==> src/rtl/lcd7_pkg.sv <==
package lcd7_pkg;

    localparam int CODE_W = 4;
    localparam int SEG_N  = 7;

    typedef logic [CODE_W-1:0] bcd_t;
    typedef logic [SEG_N-1:0]  seg_t;

    typedef enum logic {
        PH_LOW  = 1'b0,
        PH_HIGH = 1'b1
    } phase_e;

    typedef struct packed {
        bcd_t code;
        logic dark;
    } disp_req_t;

    // bit 0 = segment a ... bit 6 = segment g; codes above nine are dark
    function automatic seg_t seg_pattern(input bcd_t code);
        seg_t p;
        case (code)
            4'd0:    p = 7'b0111111;
            4'd1:    p = 7'b0000110;
            4'd2:    p = 7'b1011011;
            4'd3:    p = 7'b1001111;
            4'd4:    p = 7'b1100110;
            4'd5:    p = 7'b1101101;
            4'd6:    p = 7'b1111101;
            4'd7:    p = 7'b0000111;
            4'd8:    p = 7'b1111111;
            4'd9:    p = 7'b1101111;
            default: p = '0;
        endcase
        return p;
    endfunction

endpackage

==> src/rtl/lcd_phase_div.sv <==
module lcd_phase_div #(
    parameter int HALF_CYCLES = 8
) (
    input  logic clk,
    input  logic rst,
    output lcd7_pkg::phase_e phase_o
);
    import lcd7_pkg::*;

    localparam int CW = (HALF_CYCLES > 1) ? $clog2(HALF_CYCLES) : 1;
    localparam logic [CW-1:0] LAST = CW'(HALF_CYCLES - 1);

    logic [CW-1:0] cnt_q;
    phase_e        phase_q;

    always_ff @(posedge clk) begin
        if (rst) begin
            cnt_q   <= '0;
            phase_q <= PH_LOW;
        end else if (cnt_q == LAST) begin
            cnt_q   <= '0;
            phase_q <= (phase_q == PH_LOW) ? PH_HIGH : PH_LOW;
        end else begin
            cnt_q <= cnt_q + 1'b1;
        end
    end

    assign phase_o = phase_q;

    p_phase_steady_r7: assert property (@(posedge clk) disable iff (rst)
        (cnt_q != LAST) |=> $stable(phase_q));
    p_phase_flip_r7: assert property (@(posedge clk) disable iff (rst)
        (cnt_q == LAST) |=> (phase_q != $past(phase_q)));

endmodule

==> src/rtl/bcd_hold_reg.sv <==
module bcd_hold_reg (
    input  logic           clk,
    input  logic           rst,
    input  lcd7_pkg::bcd_t din,
    input  logic           load_en,
    output lcd7_pkg::bcd_t view_o
);
    import lcd7_pkg::*;

    bcd_t held_q;

    always_ff @(posedge clk) begin
        if (rst)
            held_q <= '0;
        else if (load_en)
            held_q <= din;
    end

    // with the enable high the fresh code goes straight to the output stage
    assign view_o = load_en ? din : held_q;

    p_hold_keeps_r5: assert property (@(posedge clk) disable iff (rst)
        !load_en |=> $stable(held_q));
    p_hold_loads_r5: assert property (@(posedge clk) disable iff (rst)
        load_en |=> (held_q == $past(din)));

endmodule

==> src/rtl/seg_drive_stage.sv <==
module seg_drive_stage (
    input  logic                clk,
    input  logic                rst,
    input  lcd7_pkg::disp_req_t req,
    input  lcd7_pkg::phase_e    phase,
    output lcd7_pkg::seg_t      seg_q,
    output logic                bp_q
);
    import lcd7_pkg::*;

    seg_t pat;

    always_comb begin
        pat = req.dark ? '0 : seg_pattern(req.code);
    end

    always_ff @(posedge clk) begin
        if (rst) begin
            seg_q <= '0;
            bp_q  <= 1'b0;
        end else begin
            seg_q <= pat ^ {SEG_N{phase == PH_HIGH}};
            bp_q  <= (phase == PH_HIGH);
        end
    end

    p_dark_matches_bp_r4: assert property (@(posedge clk) disable iff (rst)
        req.dark |=> (seg_q == {SEG_N{bp_q}}));
    p_bad_code_dark_r3: assert property (@(posedge clk) disable iff (rst)
        (req.code > 4'd9) |=> (seg_q == {SEG_N{bp_q}}));
    p_eight_all_lit_r6: assert property (@(posedge clk) disable iff (rst)
        (!req.dark && req.code == 4'd8) |=> (seg_q == {SEG_N{!bp_q}}));

endmodule

==> src/rtl/lcd_digit_drive.sv <==
module lcd_digit_drive #(
    parameter int HALF_CYCLES = 8
) (
    input  logic       clk,
    input  logic       rst,
    input  logic [3:0] bcd_in,
    input  logic       load_en,
    input  logic       blank,
    output logic [6:0] seg_o,
    output logic       bplane_o
);
    import lcd7_pkg::*;

    bcd_t      code_view;
    phase_e    phase;
    disp_req_t req;
    seg_t      seg_q;

    lcd_phase_div #(.HALF_CYCLES(HALF_CYCLES)) u_div (
        .clk     (clk),
        .rst     (rst),
        .phase_o (phase)
    );

    bcd_hold_reg u_hold (
        .clk     (clk),
        .rst     (rst),
        .din     (bcd_in),
        .load_en (load_en),
        .view_o  (code_view)
    );

    always_comb begin
        req.code = code_view;
        req.dark = blank;
    end

    seg_drive_stage u_drive (
        .clk   (clk),
        .rst   (rst),
        .req   (req),
        .phase (phase),
        .seg_q (seg_q),
        .bp_q  (bplane_o)
    );

    assign seg_o = seg_q;

    p_reset_dark_r1: assert property (@(posedge clk)
        $past(rst) |-> (seg_o == '0 && !bplane_o));

endmodule

==> config.mk <==
export PLATFORM = sky130hd
export DESIGN_NAME = lcd_digit_drive
export DESIGN_NICKNAME = d
export VERILOG_FILES = /design/src/rtl/lcd7_pkg.sv /design/src/rtl/lcd_phase_div.sv /design/src/rtl/bcd_hold_reg.sv /design/src/rtl/seg_drive_stage.sv /design/src/rtl/lcd_digit_drive.sv
export SDC_FILE = /design/constraint.sdc
export NUM_CORES = 1
export LEC_CHECK = 0
export BUFFER_PORTS_ARGS = -buffer_cell sky130_fd_sc_hd__buf_2
export CAP_MARGIN = 40
export CORE_UTILIZATION = 53
export DETAILED_ROUTE_END_ITERATION = 16
export HOLD_SLACK_MARGIN = 0.05
export PLACE_DENSITY = 0.87
export SLEW_MARGIN = 0
export SYNTH_ARGS = -nofsm -noshare
export SYNTH_HDL_FRONTEND = slang
export SYNTH_SLANG_ARGS = --single-unit
==> constraint.sdc <==
create_clock -name clk -period 2.74 [get_ports clk]
set_clock_uncertainty 0.2 [all_clocks]
set_input_delay 0.548 -clock clk [delete_from_list [all_inputs] [get_ports clk]]
set_output_delay 0.548 -clock clk [all_outputs]
set_load 0.03 [all_outputs]
# Word-level counts from Yosys, hierarchy flattened
# Memory sizes are Yosys's and may differ from the RTL's.
# Index checks and enable logic that the tools add are counted.
word_totals:
  romBits: 112
  memories: 1
  ff_bits: 16
  out_inout_bits: 8
classes:
  n_mux: 3
  eq_ne: 1
  n_bitwise: 1
  add_sub_neg: 1
  reduce_logical: 1
memory_table:
  columns: ["memory", "words", "word_bits", "read_ports", "rd_ports_with_merged_regs", "write_ports", "line", "text"]
  rows:
  - ["(name not given)", 16, 7, 1, 0, 0, "lcd7_pkg.sv:22", "case (code)"]
ops:
  columns: ["cell", "n"]
  rows:
  - ["7-bit two-way mux", 1]
  - ["7-bit XOR", 1]
  - ["4-bit two-way mux", 1]
  - ["3-bit by 1-bit adder with 3-bit output (second input constant)", 1]
  - ["3-bit equality test (second input constant)", 1]
  - ["2-bit OR reduction", 1]
  - ["1-bit two-way mux", 1]

# Logic depth before layout (Yosys ltp)
# An unclocked memory read counts as a cell.
logic_depth:
  word_depth: 4
  depth_mapped: 9
  depth_no_buf: 8

# By module
# From an unflattened synthesis, not the netlist that was laid out.
hier_totals:
  cells_unflattened: 75
  area_unflattened_um2: 770.7
by_module_without_submodules:
  columns: ["module", "cells_per_inst", "area_each_um2", "instances", "seq_area_each_um2"]
  rows:
  - ["seg_drive_stage", 52, 483.0, 1, 160.2]
  - ["bcd_hold_reg", 12, 150.1, 1, 80.1]
  - ["lcd_phase_div", 11, 137.6, 1, 80.1]

# Least setup slack after synthesis
# No wires, ideal clock.
synth_timing:
  kind: "in2reg"
  start: "in load_en"
  end: "reg u_drive.seg_q[0]"
  slack_ps: 421
  setup_time_ps: 71
  t_arrival_ps: 2048
  t_required_ps: 2469
  path_stages: 9
  n_path_buf: 1
  path_cell_list: "buf_4 -> mux2i_1 -> inv_1 -> ha_1 -> nand2b_1 -> nand3_1 -> o211a_1 -> or3_1 -> a21oi_1"
synth_via:
  elab_chain_len: 4
synth_lines:
  columns: ["item", "line", "text"]
  rows:
  - ["start, declared", "lcd_digit_drive.sv:7", "input logic load_en,"]
  - ["4-bit two-way mux", "bcd_hold_reg.sv:20", "assign view_o = load_en ? din : held_q;"]
  - ["net code_view[0]", "lcd_digit_drive.sv:14", "bcd_t code_view;"]
  - ["memory 16 x 7 bit", null, null]
  - ["7-bit two-way mux", "seg_drive_stage.sv:14", "pat = req.dark ? '0 : seg_pattern(req.code);"]
  - ["7-bit XOR", "seg_drive_stage.sv:22", "seg_q <= pat ^ {SEG_N{phase == PH_HIGH}};"]
  - ["end signal, assigned", "seg_drive_stage.sv:22", null]
  - ["end, declared", "seg_drive_stage.sv:6", "output lcd7_pkg::seg_t seg_q,"]
# The timed path passes the listed nets, and every way through them passes these cells.
# A chain may end at the register's enable or synchronous reset.

# Worst setup path after layout
# Ends and elaborated chain as after synthesis.

==> reports/metrics.yaml <==
yosys:
  synth.distinct_cells: 31
  synth_flop_cell: "dfxtp_1"
  synth_area_leaders: "dfxtp_1 (35%), mux2i_1 (9.9%), ha_1 (9.7%)"
  avgSynthCellArea_um2: 9.071
  async_flop_share_pct: 0
  syn_nets: 115
  synth_top_cell_area_share_pct: 35.31
  synth-seq-area-share_pct: 35.31
  ys_warn_count: 0
  synth.most_common_cell: "dfxtp_1"
  syn_area_um2: 907.1
  syn_inst: 100
  ys_seq_elements: 16
  synthTopCellsByCount: "dfxtp_1 (16), mux2i_1 (9), nor2_1 (9)"
  yosysTopAreaCell: "dfxtp_1"
  synth-edff-count: 0
clocking:
  htree_levels: 1
  post_cts_buffers: 0
  cts_tree: "yes"
  path_clk_slew_ns: 0.08
  cts_resized: 0
  cts_sinks: 16
  cts_hold_buf: 0
  cts_root_buffer: "clkbuf_4"
  clockBufferDepth: 2
  cts_buffers: 3
  worstSkewPairLatency_ns: 0.28
setup_path:
  reg2regPathDepth: 8
  criticalPathCategory: "input pin to flop"
  reg2reg_to: "u_drive.seg_q[0]$_SDFF_PP0_"
  crit_required_ns: 2.76
  crit_path_start_kind: "input pin"
  reg2reg_slack_ns: 0.85
  critPathMaxFanout: 13
  worstPathArrival_ns: 2.17
  crit_path_end_kind: "flop"
  r2r-start: "u_hold.held_q[1]$_SDFF_PP0_"
timing:
  fmax_mhz: 465.1
  slew_violations: 0
  tns_ns: 0
  post-route-min-period_ns: 2.150
  maxSlewHeadroom_pct: 75.09
  setup_viol: 0
  post-route-period-util_pct: 78.47
  whs_ns: 0.2330
  rsz0062_at_grt: "no"
  hold_viol: 0
  worstMarginPinSlew_ns: 0.3731
layout:
  drive_above_1_share_pct: 21.05
  num-fill-cells: 133
  fin_cells: 130
  multiInputGateArea_um2: 534.3
  antennaDiodeCount: 0
  fin_nets: 131
  regArea_um2: 320.3
  design_area_um2: 1002
  syn2layout_area_growth_pct: 10.48
floorplan:
  dieWidth_um: 43.37
  start_util_pct: 58.19
  core_area_um2: 1559
  rows: 14
  die_area_um2: 1881
  num_io_pins: 16
  die_h_um: 43.37
power_and_ir_drop:
  leakage_nw: 0.4858
  power.density_nw_per_um2: 489.2
  finalPower_w: 0.0004903
  vdd_drop_max_mv: 0.3527
route:
  postRouteAntennaNets: 0
  drt_iter0_drc: 19
  vias_per_cell: 5.692
  first_pass_iters: 4
  drt_wl_total_mm: 1.920
  vias: 740
  drc: 0
  routedWlPerCell_um: 14.77
global_route:
  grt_overflow: 0
  grt_pass1_wl_mm: 3.229
  track_usage_pct: 23.51
  antenna_found_initial: 0
  grt_max_degree: 14
  grt_pass1_vias: 729
min_path:
  min_to: "u_div.cnt_q[0]$_SDFF_PP0_"
  worstHoldStart: "u_div.cnt_q[0]$_SDFF_PP0_"
  holdPathStages: 1
  hold_class: "flop to flop"
place:
  dp_hpwl_mm: 1.403
  dp.cells: 127
  placed_area_um2: 979.7
  port_buffers: 15
  gp_congestion: 0.9553
run_status:
  status: "finished, final reports clean"
flow_run:
  drv_cap: 0
[worst max path at each step]
stage | from | endpoint | slack [ns] | cells past startpoint
2_1_floorplan | load_en | u_drive.seg_q[0]$_SDFF_PP0_ | 0.42 | 9
3_3_place_gp | load_en | u_drive.seg_q[5]$_SDFF_PP0_ | 0.44 | 8
3_5_place_dp | load_en | u_drive.seg_q[0]$_SDFF_PP0_ | 0.32 | 9
4_1_cts | load_en | u_drive.seg_q[0]$_SDFF_PP0_ | 0.60 | 9
5_1_grt | load_en | u_drive.seg_q[0]$_SDFF_PP0_ | 0.45 | 9
6_report | load_en | u_drive.seg_q[0]$_SDFF_PP0_ | 0.59 | 9
[worst max-delay path: stages]
cell and delay (ns):
buf_2 0.25, mux2i_1 0.27, inv_1 0.10, ha_1 0.23, nand2b_1 0.08, nand3_1 0.09
o211a_1 0.15, or3_1 0.31, a21oi_1 0.14
[sequential cells by signal (all words and copies together) (netlist names)]
| name | count |
|---|---|
| u_div.cnt_q | 3 |
| u_div.phase_o | 1 |
| u_hold.held_q | 4 |
| u_drive.bp_q | 1 |
| u_drive.seg_q | 7 |
[stage by stage]
stage | setup WS (ns) | utilization [%]
3_3_place_gp | 0.4371 | 62.84
2_1_floorplan | 0.4214 | -
6_report | 0.5900 | 64.29
3_5_place_dp | 0.3207 | 62.84
5_1_grt | 0.4458 | 64.29
4_1_cts | 0.5957 | 64.29
[logic make-up (layout without fill, tap and decap cells)]
family / count (synthesis) / in the layout / synth area share [%]
AOI/OAI and AO/OA: 18 / 18 / 12.28
xor gates and xnor gates: 5 / 5 / 4.828
adders and majority gates: 7 / 7 / 9.655
buffers and inverters: 10 / 24 / 5.792
DFF: 16 / 16 / 35.31
muxes: 9 / 9 / 9.931
and+or+nand+nor: 35 / 35 / 22.21
[cells in the final DEF (no fill, tap or decap), types with 2 or more instances in the layout]
cell | netlist | final
xor2_1 | 2 | 2
nor3_1 | 2 | 2
nand2b_1 | 5 | 5
nand2_1 | 4 | 4
clkbuf_4 | 0 | 3
buf_2 | 0 | 15
nor2_1 | 9 | 9
nor3b_1 | 3 | 3
o21ai_0 | 6 | 6
xnor2_1 | 3 | 3
ha_1 | 7 | 7
nand3_1 | 3 | 3
inv_1 | 4 | 4
nor2b_1 | 3 | 3
a21oi_1 | 4 | 4
dfxtp_1 | 16 | 16
a221oi_1 | 2 | 2
buf_4 | 2 | 2
mux2i_1 | 9 | 9
[per-layer routing]
layer	track usage, %	part of all wire [%]
met3	4.167	4.8
met2	39.39	51
met4	14.37	0.52
met1	27.97	43
met5	0	0
[power breakdown]
group | internal, W | switching [W] | total [W]
sequential | 0.000247 | 0.00000848 | 0.000256
combinational | 0.0000479 | 0.0000693 | 0.000117
clock | 0.0000510 | 0.0000664 | 0.000117
[cell type report]
type	instances	area share, %
Tap cell	16	1.998
Sequential cell	16	31.96
Clock buffer	3	2.247
Multi-Input combinational cell	74	53.31
Timing Repair Buffer	17	8.989
Inverter	4	1.498
Power figures use the tool's default switching activity.
